==> src/rtl/resv_pkg.sv <==
package resv_pkg;

   typedef enum logic [1:0] {
      OP_READ      = 2'd0,
      OP_LOAD_RESV = 2'd1,
      OP_STORE     = 2'd2,
      OP_STORE_CND = 2'd3
   } resv_op_e;

   function automatic int unsigned idx_width(input int unsigned n);
      return (n > 1) ? $clog2(n) : 1;
   endfunction

endpackage

==> src/rtl/resv_match.sv <==
// Per-slot comparators: granule hit and owner hit for the current request.
module resv_match #(
   parameter int unsigned ENTRIES = 4,
   parameter int unsigned CTX_W   = 3,
   parameter int unsigned TAG_W   = 29
) (
   input  logic [ENTRIES-1:0]            slot_vld,
   input  logic [ENTRIES-1:0][CTX_W-1:0] slot_ctx,
   input  logic [ENTRIES-1:0][TAG_W-1:0] slot_tag,
   input  logic [CTX_W-1:0]              req_ctx,
   input  logic [TAG_W-1:0]              req_tag,
   output logic [ENTRIES-1:0]            tag_hit,
   output logic [ENTRIES-1:0]            own_hit,
   output logic                          pair_hit
);

   logic [ENTRIES-1:0] both;

   for (genvar g = 0; g < ENTRIES; g++) begin : g_cmp
      assign tag_hit[g] = slot_vld[g] && (slot_tag[g] == req_tag);
      assign own_hit[g] = slot_vld[g] && (slot_ctx[g] == req_ctx);
      assign both[g]    = tag_hit[g] && own_hit[g];
   end

   assign pair_hit = |both;

endmodule

==> src/rtl/resv_alloc.sv <==
// Slot choice for a load-reserve: own slot, else lowest free, else slot 0.
module resv_alloc #(
   parameter int unsigned ENTRIES = 4,
   parameter int unsigned IDX_W   = 2
) (
   input  logic [ENTRIES-1:0] slot_vld,
   input  logic [ENTRIES-1:0] own_hit,
   output logic [IDX_W-1:0]   pick_idx
);

   logic [IDX_W-1:0] own_idx;
   logic [IDX_W-1:0] free_idx;
   logic             own_any;
   logic             free_any;

   always_comb begin
      own_idx  = '0;
      own_any  = 1'b0;
      free_idx = '0;
      free_any = 1'b0;
      for (int i = ENTRIES - 1; i >= 0; i--) begin
         if (own_hit[i]) begin
            own_idx = IDX_W'(i);
            own_any = 1'b1;
         end
         if (!slot_vld[i]) begin
            free_idx = IDX_W'(i);
            free_any = 1'b1;
         end
      end
   end

   always_comb begin
      if (own_any)       pick_idx = own_idx;
      else if (free_any) pick_idx = free_idx;
      else               pick_idx = '0;
   end

endmodule

==> src/rtl/resv_table.sv <==
// Reservation storage: set one slot or clear a mask of slots per cycle.
module resv_table #(
   parameter int unsigned ENTRIES = 4,
   parameter int unsigned CTX_W   = 3,
   parameter int unsigned TAG_W   = 29,
   parameter int unsigned IDX_W   = 2
) (
   input  logic                          clk,
   input  logic                          rst,
   input  logic                          set_en,
   input  logic [IDX_W-1:0]              set_idx,
   input  logic [CTX_W-1:0]              set_ctx,
   input  logic [TAG_W-1:0]              set_tag,
   input  logic [ENTRIES-1:0]            clr_mask,
   output logic [ENTRIES-1:0]            slot_vld,
   output logic [ENTRIES-1:0][CTX_W-1:0] slot_ctx,
   output logic [ENTRIES-1:0][TAG_W-1:0] slot_tag
);

   for (genvar g = 0; g < ENTRIES; g++) begin : g_slot
      logic hit_set;
      assign hit_set = set_en && (set_idx == IDX_W'(g));

      always_ff @(posedge clk) begin
         if (rst) begin
            slot_vld[g] <= 1'b0;
         end else if (hit_set) begin
            slot_vld[g] <= 1'b1;
         end else if (clr_mask[g]) begin
            slot_vld[g] <= 1'b0;
         end
      end

      always_ff @(posedge clk) begin
         if (rst) begin
            slot_ctx[g] <= '0;
            slot_tag[g] <= '0;
         end else if (hit_set) begin
            slot_ctx[g] <= set_ctx;
            slot_tag[g] <= set_tag;
         end
      end
   end

endmodule

==> src/rtl/resv_monitor.sv <==
module resv_monitor #(
   parameter int unsigned ENTRIES = 4,
   parameter int unsigned CPU_W   = 2,
   parameter int unsigned THR_W   = 1,
   parameter int unsigned ADDR_W  = 32,
   parameter int unsigned GRAN_LG = 3
) (
   input  logic              clk,
   input  logic              rst,
   input  logic              req_valid,
   input  logic [1:0]        req_op,
   input  logic [CPU_W-1:0]  req_cpu,
   input  logic [THR_W-1:0]  req_thr,
   input  logic [ADDR_W-1:0] req_addr,
   output logic              wr_grant,
   output logic              sc_valid,
   output logic              sc_status
);
   import resv_pkg::*;

   localparam int unsigned CTX_W = CPU_W + THR_W;
   localparam int unsigned TAG_W = ADDR_W - GRAN_LG;
   localparam int unsigned IDX_W = idx_width(ENTRIES);

   if (ENTRIES < 1) begin : g_bad_entries
      $error("resv_monitor: ENTRIES must be at least 1");
   end
   if (GRAN_LG >= ADDR_W) begin : g_bad_gran
      $error("resv_monitor: GRAN_LG must be below ADDR_W");
   end
   if (CPU_W < 1 || THR_W < 1) begin : g_bad_ctx
      $error("resv_monitor: context fields need at least one bit");
   end

   logic [CTX_W-1:0]              ctx;
   logic [TAG_W-1:0]              tag;
   resv_op_e                      op;
   logic                          is_lr, is_st, is_sc, is_wr;
   logic [ENTRIES-1:0]            slot_vld;
   logic [ENTRIES-1:0][CTX_W-1:0] slot_ctx;
   logic [ENTRIES-1:0][TAG_W-1:0] slot_tag;
   logic [ENTRIES-1:0]            tag_hit;
   logic [ENTRIES-1:0]            own_vec;
   logic                          pair_hit;
   logic [IDX_W-1:0]              pick_idx;

   assign ctx   = {req_cpu, req_thr};
   assign tag   = req_addr[ADDR_W-1:GRAN_LG];
   assign op    = resv_op_e'(req_op);
   assign is_lr = req_valid && (op == OP_LOAD_RESV);
   assign is_st = req_valid && (op == OP_STORE);
   assign is_sc = req_valid && (op == OP_STORE_CND);
   assign is_wr = is_st || is_sc;

   resv_match #(.ENTRIES(ENTRIES), .CTX_W(CTX_W), .TAG_W(TAG_W)) match_i (
      .slot_vld (slot_vld),
      .slot_ctx (slot_ctx),
      .slot_tag (slot_tag),
      .req_ctx  (ctx),
      .req_tag  (tag),
      .tag_hit  (tag_hit),
      .own_hit  (own_vec),
      .pair_hit (pair_hit)
   );

   resv_alloc #(.ENTRIES(ENTRIES), .IDX_W(IDX_W)) alloc_i (
      .slot_vld (slot_vld),
      .own_hit  (own_vec),
      .pick_idx (pick_idx)
   );

   resv_table #(.ENTRIES(ENTRIES), .CTX_W(CTX_W), .TAG_W(TAG_W), .IDX_W(IDX_W)) table_i (
      .clk      (clk),
      .rst      (rst),
      .set_en   (is_lr),
      .set_idx  (pick_idx),
      .set_ctx  (ctx),
      .set_tag  (tag),
      .clr_mask (is_wr ? tag_hit : '0),
      .slot_vld (slot_vld),
      .slot_ctx (slot_ctx),
      .slot_tag (slot_tag)
   );

   assign wr_grant  = is_st || (is_sc && pair_hit);
   assign sc_valid  = is_sc;
   assign sc_status = is_sc && pair_hit;

endmodule

==> config.mk <==
export PLATFORM = sky130hd
export DESIGN_NAME = resv_monitor
export DESIGN_NICKNAME = d
export VERILOG_FILES = /design/src/rtl/resv_pkg.sv /design/src/rtl/resv_match.sv /design/src/rtl/resv_alloc.sv /design/src/rtl/resv_table.sv /design/src/rtl/resv_monitor.sv
export SDC_FILE = /design/constraint.sdc
export NUM_CORES = 1
export LEC_CHECK = 0
export ABC_CLOCK_PERIOD_IN_PS = 9300
export CAP_MARGIN = 20
export CORE_MARGIN = 4
export CORE_UTILIZATION = 40
export CTS_BUF_LIST = sky130_fd_sc_hd__clkbuf_4
export DETAILED_ROUTE_END_ITERATION = 16
export PLACE_DENSITY = 0.67
export SLEW_MARGIN = 30
export SYNTH_ARGS = -nofsm -noshare
export SYNTH_HDL_FRONTEND = slang
export SYNTH_SLANG_ARGS = --single-unit
==> constraint.sdc <==
create_clock -name clk -period 9.3 [get_ports clk]
set_input_delay 2.79 -clock clk [delete_from_list [all_inputs] [get_ports clk]]
set_output_delay 2.79 -clock clk [all_outputs]
set_load 0.05 [all_outputs]
**After elaboration in Yosys (flattened, before gate mapping)**

Index checks and enable logic that the tools add are counted.

- Flip-flop bits (word level): 132
- Latch bits: 0
- Memory bits (writable): 0
- Memory bits (read-only): 0
- Input bits: 40
- Output and inout port bits: 3
- Memories: 0

- Add/sub/neg operators: 0
- Multipliers: 0
- Div/mod/pow operators: 0
- Order comparisons: 0
- Eq/ne operators: 14
- Shift operators: 0
- Muxes and demuxes: 27
- Bitwise operators: 0
- Reduce and logical (&&, ||, !) cells: 28

Operator list:

| operator | number |
|---|---|
| $eq 29x29->1 | 4 |
| $logic_and 1x1->1 | 20 |
| $mux 2 | 10 |
| $mux 1 | 16 |
| $eq 3x3->1 | 4 |
| $eq 2x2->1 const B | 4 |
| $reduce_bool 2->1 | 4 |
| $eq 2x1->1 const B | 2 |
| $mux 4 | 1 |
| $reduce_or 4->1 | 1 |
| $logic_not 2->1 | 1 |
| $logic_or 1x1->1 | 2 |

**Depth between registers and ports, before layout**

Gate-level depths: netlist of the first run.

- Depth in word-level cells: 10
- Mapped depth: 9

**Modules after synthesis**

Synthesis of the first run repeated with hierarchy kept, for this count alone.

- Cell total of the unflattened synthesis: 674
- Area total of the unflattened synthesis: 6771.5 um2

Modules (own cells, without submodules):

| module | instances | cells an instance | area an instance (um2) | sequential area each (um2) |
|---|---|---|---|---|
| resv_table | 1 | 467 | 5165.0 | 2642.5 |
| resv_match | 1 | 187 | 1487.7 | 0.0 |
| resv_alloc | 1 | 9 | 61.3 | 0.0 |
| resv_monitor | 1 | 11 | 57.6 | 0.0 |

**Worst setup path after synthesis of the first run**

Ideal clock, no wire load.

- Path kind: in2out
- Start: in req_addr[14]
- End: out sc_status
- Arrival: 4.520 ns
- Required time: 6.510 ns
- Setup slack: 1.990 ns
- Stages on the path: 7
- Path through: buf_2 > xor2_1 > nor4_1 > nand4_1 > or4_4 > o2111ai_2 > and2_1

- Cells in the longest elaborated chain, start to end: 5

Ends and longest elaborated chain:

| what | RTL line | RTL |
|---|---|---|
| from (decl) | resv_monitor.sv:14 | `input logic [ADDR_W-1:0] req_addr,` |
| $eq 29x29->1 | resv_match.sv:20 | `assign tag_hit[g] = slot_vld[g] && (slot_tag[g] == req_tag);` |
| $logic_and 1x1->1 | resv_match.sv:20 |  |
| $logic_and 1x1->1 | resv_match.sv:22 | `assign both[g] = tag_hit[g] && own_hit[g];` |
| $reduce_or 4->1 * | resv_match.sv:25 | `assign pair_hit = \|both;` |
| $logic_and 1x1->1 * | resv_monitor.sv:87 | `assign sc_status = is_sc && pair_hit;` |
| to (decl) | resv_monitor.sv:17 | `output logic sc_status` |

Mark *: on every way between the ends. The rest lies on a longest branch, timed or not.

**Worst setup path after layout of the first run**

- Start: in req_addr[20]
- End: out sc_status

The elaborated chain is that of the path after synthesis.

==> reports/metrics.yaml, run 1 <==
grt_util_met3_pct: 3.92
synthesis.nets: 732
p_per_area_nw_per_um2: 149
cts_hold_buf: 0
fin_cells: 938
synthesis.area_sq_um: 6760
placed_cells: 905
cts_sinks: 132
wl_microns: 15000
slowest_stage: "clkdlybuf4s50_1"
maxSlewHeadroom_pct: 44.9
status: "finished, final reports clean"
skew_ns: 0.0142
final_cell_area_sq_um: 7480
start_util_pct: 40.7
slowest_delay_ns: 0.80
required_ns: 6.51
vdd_drop_max_v: 0.0000847
p_sw_share_pct: 25.1
cap_violations: 0
path_clk_slew_ns: 0.11
post-route-drc-count: 0
num_rows: 47
top_usage_layer: "met2"
core-area_sq_um: 16600
die_y_microns: 138
placed_cell_area_sq_um: 7160
root_buffer: "clkbuf_4"
holdCritPathClass: "reg2reg"
die_area_sq_um: 19000
drt_iter0_drc: 258
crit_buf_inv: 2
tns_ns: 0
worstPathMaxFanout: 8
worstMarginPinSlew_ns: 0.826
place.gp.congestion: 0.781
final_cell_mix: "132 x dfxtp_1, 128 x mux2i_1, 108 x xnor2_1, 100 x nor2_1, 64 x nand2b_1"
p_switching_uw: 280
multi_input_area_sq_um: 3710
fmax_mhz: 115
grt_max_degree: 91
wl_per_cell_microns: 16.0
grt_pass1_wl_microns: 24200
io_buffer_count: 39
overflow: 0
die_x_microns: 138
post_cts_buffers: 0
clkPwrFrac_pct: 38.0
htreeDepth: 4
syn_to_final_growth_pct: 10.7
seq_power_share_pct: 51.7
min_period_ns: 8.72
met1_usage_pct: 21.5
cts-buffers-inserted: 17
setup.worst_path.start_class: "input port"
crit_family: "buffers and inverters"
crit_top_cell: "clkdlybuf4s50_1"
drive_gt1_share_pct: 8.65
synth_seq_cells: 132
crit_type: "in2out"
fillerInstances: 1604
use_met2_pct: 26.9
crit_chain: "clkdlybuf4s50_1, xor2_1, nor4_1, nand4_1, or4_4, o2111ai_2, and2_1, clkdlybuf4s50_1"
hold_viol: 0
drv_slew: 0
place_hpwl_microns: 10600
clockBufferDepth: 2
worstPathArrival_ns: 5.93
yosysWarnings: 0
synth_cell_types: 35
intPower_uw: 834
antenna_left: 0
seqCellArea_sq_um: 2640
whs_ns: 0.495
syn_area_per_cell_sq_um: 9.76
first_pass_iters: 4
power.leakage_uw: 0.00234
cts_tree: "built"
rsz0062_at_grt: "false"
final.period_utilization_pct: 93.8
layout_commonest_cell: "dfxtp_1"
vias_per_cell: 4.97
vias: 4666
clock_latency_ns: 0.56
num-nets-final: 744
comb_power_share_pct: 10.3
power.total_uw: 1110
cts_resized: 0
syn_inst: 692
grt_pass1_vias: 4630
grt_antenna_before_repair: 1
finalSetupViolations: 0
gr-usage-all-layers_pct: 16.8
synth.yosys.seq_area_share_pct: 39.1
end_kind: "output port"
ios: 43
[cell families after synthesis]
kind of cell	Yosys count	synth area share (%)
AND/OR/NAND/NOR	226	17.7
flip-flops	132	39.1
XOR/XNOR	128	16.6
multiplexers	128	19.0
buffers and inverters	66	6.22
AO/OA/AOI/OAI	12	1.44
[state kept, by name, indices dropped and copies added (netlist names)]
register,count
table_i.slot_vld,4
table_i.slot_tag,116
table_i.slot_ctx,12
[final timing paths]
path                   startpoint                    to  slack [ns]  depth (start not counted)
max                  req_addr[20]             sc_status        0.58                          8
min          table_i.slot_tag[17]  table_i.slot_tag[17]        0.50                          2
max reg2reg  table_i.slot_ctx[10]  table_i.slot_tag[21]        6.89                          7
min reg2reg  table_i.slot_tag[17]  table_i.slot_tag[17]        0.50                          2
[per-layer routing]
metal | vias to the layer above | wire (microns)
met4 | 0 | 469
met2 | 86 | 7120
met5 | - | 0
met1 | 2246 | 6830
li1 | 2309 | -
met3 | 25 | 581
[cell type report]
type	instances	area share [%]
multi-input cells	494	49.6
well taps	220	3.68
diodes	1	0.0335
clock inverters	15	2.53
clock buffers	17	1.71
repair buffers	58	7.09
inverters	1	0.0502
flip-flops and latches	132	35.3
[Yosys cell counts, drive strengths merged]
| master | number | area (sq um) |
|---|---|---|
| nor2 | 100 | 375 |
| and4b | 1 | 10.0 |
| nand2 | 5 | 18.8 |
| a21o | 1 | 7.51 |
| o21ba | 1 | 10.0 |
| mux2i | 128 | 1280 |
| inv | 1 | 3.75 |
| o21ai | 2 | 13.8 |
| nand2b | 64 | 400 |
| dfxtp | 132 | 2640 |
| nand4b | 1 | 8.76 |
| and2 | 1 | 6.26 |
| or2b | 1 | 7.51 |
| clkbuf | 19 | 71.3 |
| o2111ai | 1 | 15.0 |
| and4 | 2 | 20.0 |
| nand4 | 30 | 194 |
| xnor2 | 108 | 946 |
| or4 | 1 | 11.3 |
| xor2 | 20 | 175 |
| nor2b | 1 | 6.26 |
| a21oi | 5 | 36.3 |
| buf | 46 | 345 |
| nor4 | 11 | 68.8 |
| nand3 | 3 | 15.0 |
| a21boi | 2 | 15.0 |
| nand3b | 5 | 50.1 |
[worst register-to-register path, delay by kind of cell (launching register included)]
kind | cells | cell delay (ns)
and+or+nand+nor | 3 | 0.63
muxes | 1 | 0.29
buffers and inverters | 1 | 0.52
DFF | 1 | 0.34
AOI/OAI and AO/OA | 1 | 0.42
xor gates and xnor gates | 1 | 0.14
[metrics by stage]
stage | setup slack [ns] | util, %
detailed placement | 0.549 | 43.2
CTS | 0.552 | 45.1
finish | 0.577 | 45.1
global placement | 0.585 | 43.2
floorplan | 1.99 | -
global route | 0.482 | 45.1
[power groups by stage]
| stage | clock network (uW) | logic [uW] | registers (uW) |
|---|---|---|---|
| after floorplan | 0 | 81.8 | 588 |
| after global placement | 0 | 113 | 588 |
| after detailed placement | 0 | 115 | 589 |
| after CTS | 437 | 116 | 576 |
| after global routing | 461 | 124 | 577 |
| final | 424 | 115 | 576 |
Note: power is estimated with default switching activity, not from simulation.
==> run 2, diff against run 1 <==
--- a/config.mk
+++ b/config.mk
@@ -5,14 +5,14 @@
 export SDC_FILE = /design/constraint.sdc
 export NUM_CORES = 1
 export LEC_CHECK = 0
-export ABC_CLOCK_PERIOD_IN_PS = 9300
+export ABC_CLOCK_PERIOD_IN_PS = 8300
 export CAP_MARGIN = 20
 export CORE_MARGIN = 4
 export CORE_UTILIZATION = 40
 export CTS_BUF_LIST = sky130_fd_sc_hd__clkbuf_4
 export DETAILED_ROUTE_END_ITERATION = 16
 export PLACE_DENSITY = 0.67
-export SLEW_MARGIN = 30
+export SLEW_MARGIN = 20
 export SYNTH_ARGS = -nofsm -noshare
 export SYNTH_HDL_FRONTEND = slang
 export SYNTH_SLANG_ARGS = --single-unit
==> constraint.sdc (replaced) <==
create_clock -name clk -period 8.3 [get_ports clk]
set_input_delay 2.49 -clock clk [delete_from_list [all_inputs] [get_ports clk]]
set_output_delay 2.49 -clock clk [all_outputs]
set_load 0.05 [all_outputs]
==> run 2 against run 1 <==
Net effect:
- total power up 5.5%
- clock-buffer cell count up 4
- non-clock buffer count down 5
- sequential cell count unchanged
- largest cell class unchanged
- via count down 1.4%
- worst setup slack better by 0.18 ns
- critical path depth unchanged
- first-iteration DRC count up 6.6%
- clock skew down 0.0059 ns
- register-to-register slack worse by 1.1 ns
- final area down 1.6%
- global-route usage about the same
- highest routed layer unchanged
==> reports/metrics.yaml, run 2 (synthesized netlist as in run 1, its figures left out) <==
status: "finished, final reports clean"
first_pass_iters: 4  # unchanged
start_util_pct: 40.7  # unchanged
wl_microns: 15200  # +1.0%
final.period_utilization_pct: 90.9
worstPathArrival_ns: 5.05  # -0.88 ns
fin_cells: 930  # -0.85%
place.gp.congestion: 0.801  # +2.5%
required_ns: 5.81  # -0.70 ns
worstPathMaxFanout: 8  # unchanged
drv_slew: 0  # unchanged
fmax_mhz: 133
wl_per_cell_microns: 16.3  # +1.9%
io_buffer_count: 39  # unchanged
slowest_stage: "clkdlybuf4s50_1"
syn_to_final_growth_pct: 8.98
crit_type: "in2out"
htreeDepth: 4  # unchanged
post_cts_buffers: 0  # unchanged
regMostFlops: "table_i.slot_tag"
maxSlewHeadroom_pct: 26.3  # -19 points
p_per_area_nw_per_um2: 160  # +7.2%
grt_max_degree: 91  # unchanged
biggestRegsByFlops: "table_i.slot_tag: 116 flops, table_i.slot_ctx: 12 flops, table_i.slot_vld: 4 flops"
reg2reg_slack_ns: 5.79  # -1.10 ns
final_cell_mix: "132 x dfxtp_1, 128 x mux2i_1, 108 x xnor2_1, 100 x nor2_1, 64 x nand2b_1"
slowest_delay_ns: 0.61  # -0.19 ns
place_hpwl_microns: 10600  # +0.38%
path_clk_slew_ns: 0.10  # about the same
gr-usage-all-layers_pct: 16.8  # -0.046 points
antennaDiodeCount: 0  # -1
die_y_microns: 138  # unchanged
die_x_microns: 138  # unchanged
power.leakage_uw: 0.00230  # -1.8%
grt_pass1_wl_microns: 24300  # +0.26%
overflow: 0  # unchanged
cts_tree: "built"
post-route-drc-count: 0  # unchanged
skew_ns: 0.00833  # -0.00592 ns
cts_resized: 0  # unchanged
vias_per_cell: 4.95  # -0.54%
tns_ns: 0  # unchanged
cts_hold_buf: 0  # unchanged
drt_iter0_drc: 275  # +6.6%
clock_latency_ns: 0.54  # -0.02 ns
ios: 43  # unchanged
grt_pass1_vias: 4528  # -2.2%
root_buffer: "clkbuf_4"
grt_antenna_before_repair: 0  # -1
layout_commonest_cell: "dfxtp_1"
placed_cell_area_sq_um: 7120  # -0.65%
placed_cells: 900  # -0.55%
core-area_sq_um: 16600  # unchanged
antenna_left: 0  # unchanged
end_kind: "output port"
crit_chain: "clkdlybuf4s50_1, xor2_1, nor4_1, nand4_1, or4_4, o2111ai_2, and2_1, buf_4"
power.total_uw: 1180  # +5.5%
final_cell_area_sq_um: 7360  # -1.6%
rsz0062_at_grt: "false"
post-route-util_pct: 44.4  # -0.72 points
largest_reg_flops: 116  # unchanged
worstMarginPinSlew_ns: 1.11  # +0.280 ns
vias: 4601  # -1.4%
num_rows: 47  # unchanged
clockBufferDepth: 2  # unchanged
vdd_drop_max_v: 0.0000883  # +4.3%
cts-buffers-inserted: 17  # unchanged
drive_gt1_share_pct: 7.32  # -1.3 points
finalSetupViolations: 0  # unchanged
hold_viol: 0  # unchanged
setup.worst_path.start_class: "input port"
cts_sinks: 132  # unchanged
min_period_ns: 7.54
cap_violations: 0  # unchanged
holdCritPathClass: "reg2reg"
die_area_sq_um: 19000  # unchanged
num-nets-final: 739  # -0.67%
## run 2: changes by cell type in the layout (fill, tap and decap cells not counted), sizes merged
cell and change:
clkdlybuf4s50 -2, clkbuf +4, clkinvlp -4, bufinv -2, buf -3, diode -1
## run 2: layer usage
layer	up-vias	share of wire, %	global-route usage [%]
met2	73	49	28.2
met4	0	1.6	5.54
met3	20	3.4	3.23
met5	-	0	0
li1	2295	-	-
met1	2213	46	21.7
## run 2: final timing paths
path,from,end,cells past startpoint
setup / recovery,req_addr[12],sc_status,8
hold / removal,table_i.slot_tag[3],table_i.slot_tag[3],2
setup reg to reg,table_i.slot_vld[3],table_i.slot_tag[114],6
hold reg to reg,table_i.slot_tag[3],table_i.slot_tag[3],2
## run 2: area by class of cell
cell class	count	area, sq um
timing repair buffer	53	488
clock inverter	9	88.8
multi-input combinational	494	3710
tap	220	275
fill	1616	9220
sequential	132	2640
inverter	1	3.75
clock buffer	21	158
## run 2: stage by stage
step,setup WS (ns),hold slack (ns)
after detailed placement,0.738,0.477
after floorplan,1.59,0.460
final,0.756,0.492
after CTS,0.769,0.497
after global routing,0.687,0.517
after global placement,0.768,0.470
## run 2: worst max-delay path, delay by kind of cell
family	cells	cell delay, ns
compound gates	1	0.22
xor+xnor	1	0.25
buf+inv	2	0.80
simple gates	4	1.29
## run 2: power by group
group	total (uW)	leakage, uW	switching, uW	internal (uW)
logic	128	0.00109	70.0	58.0
clock network	403	0.000141	220	183
registers	645	0.00107	4.96	640
total	1180	0.00230	295	881
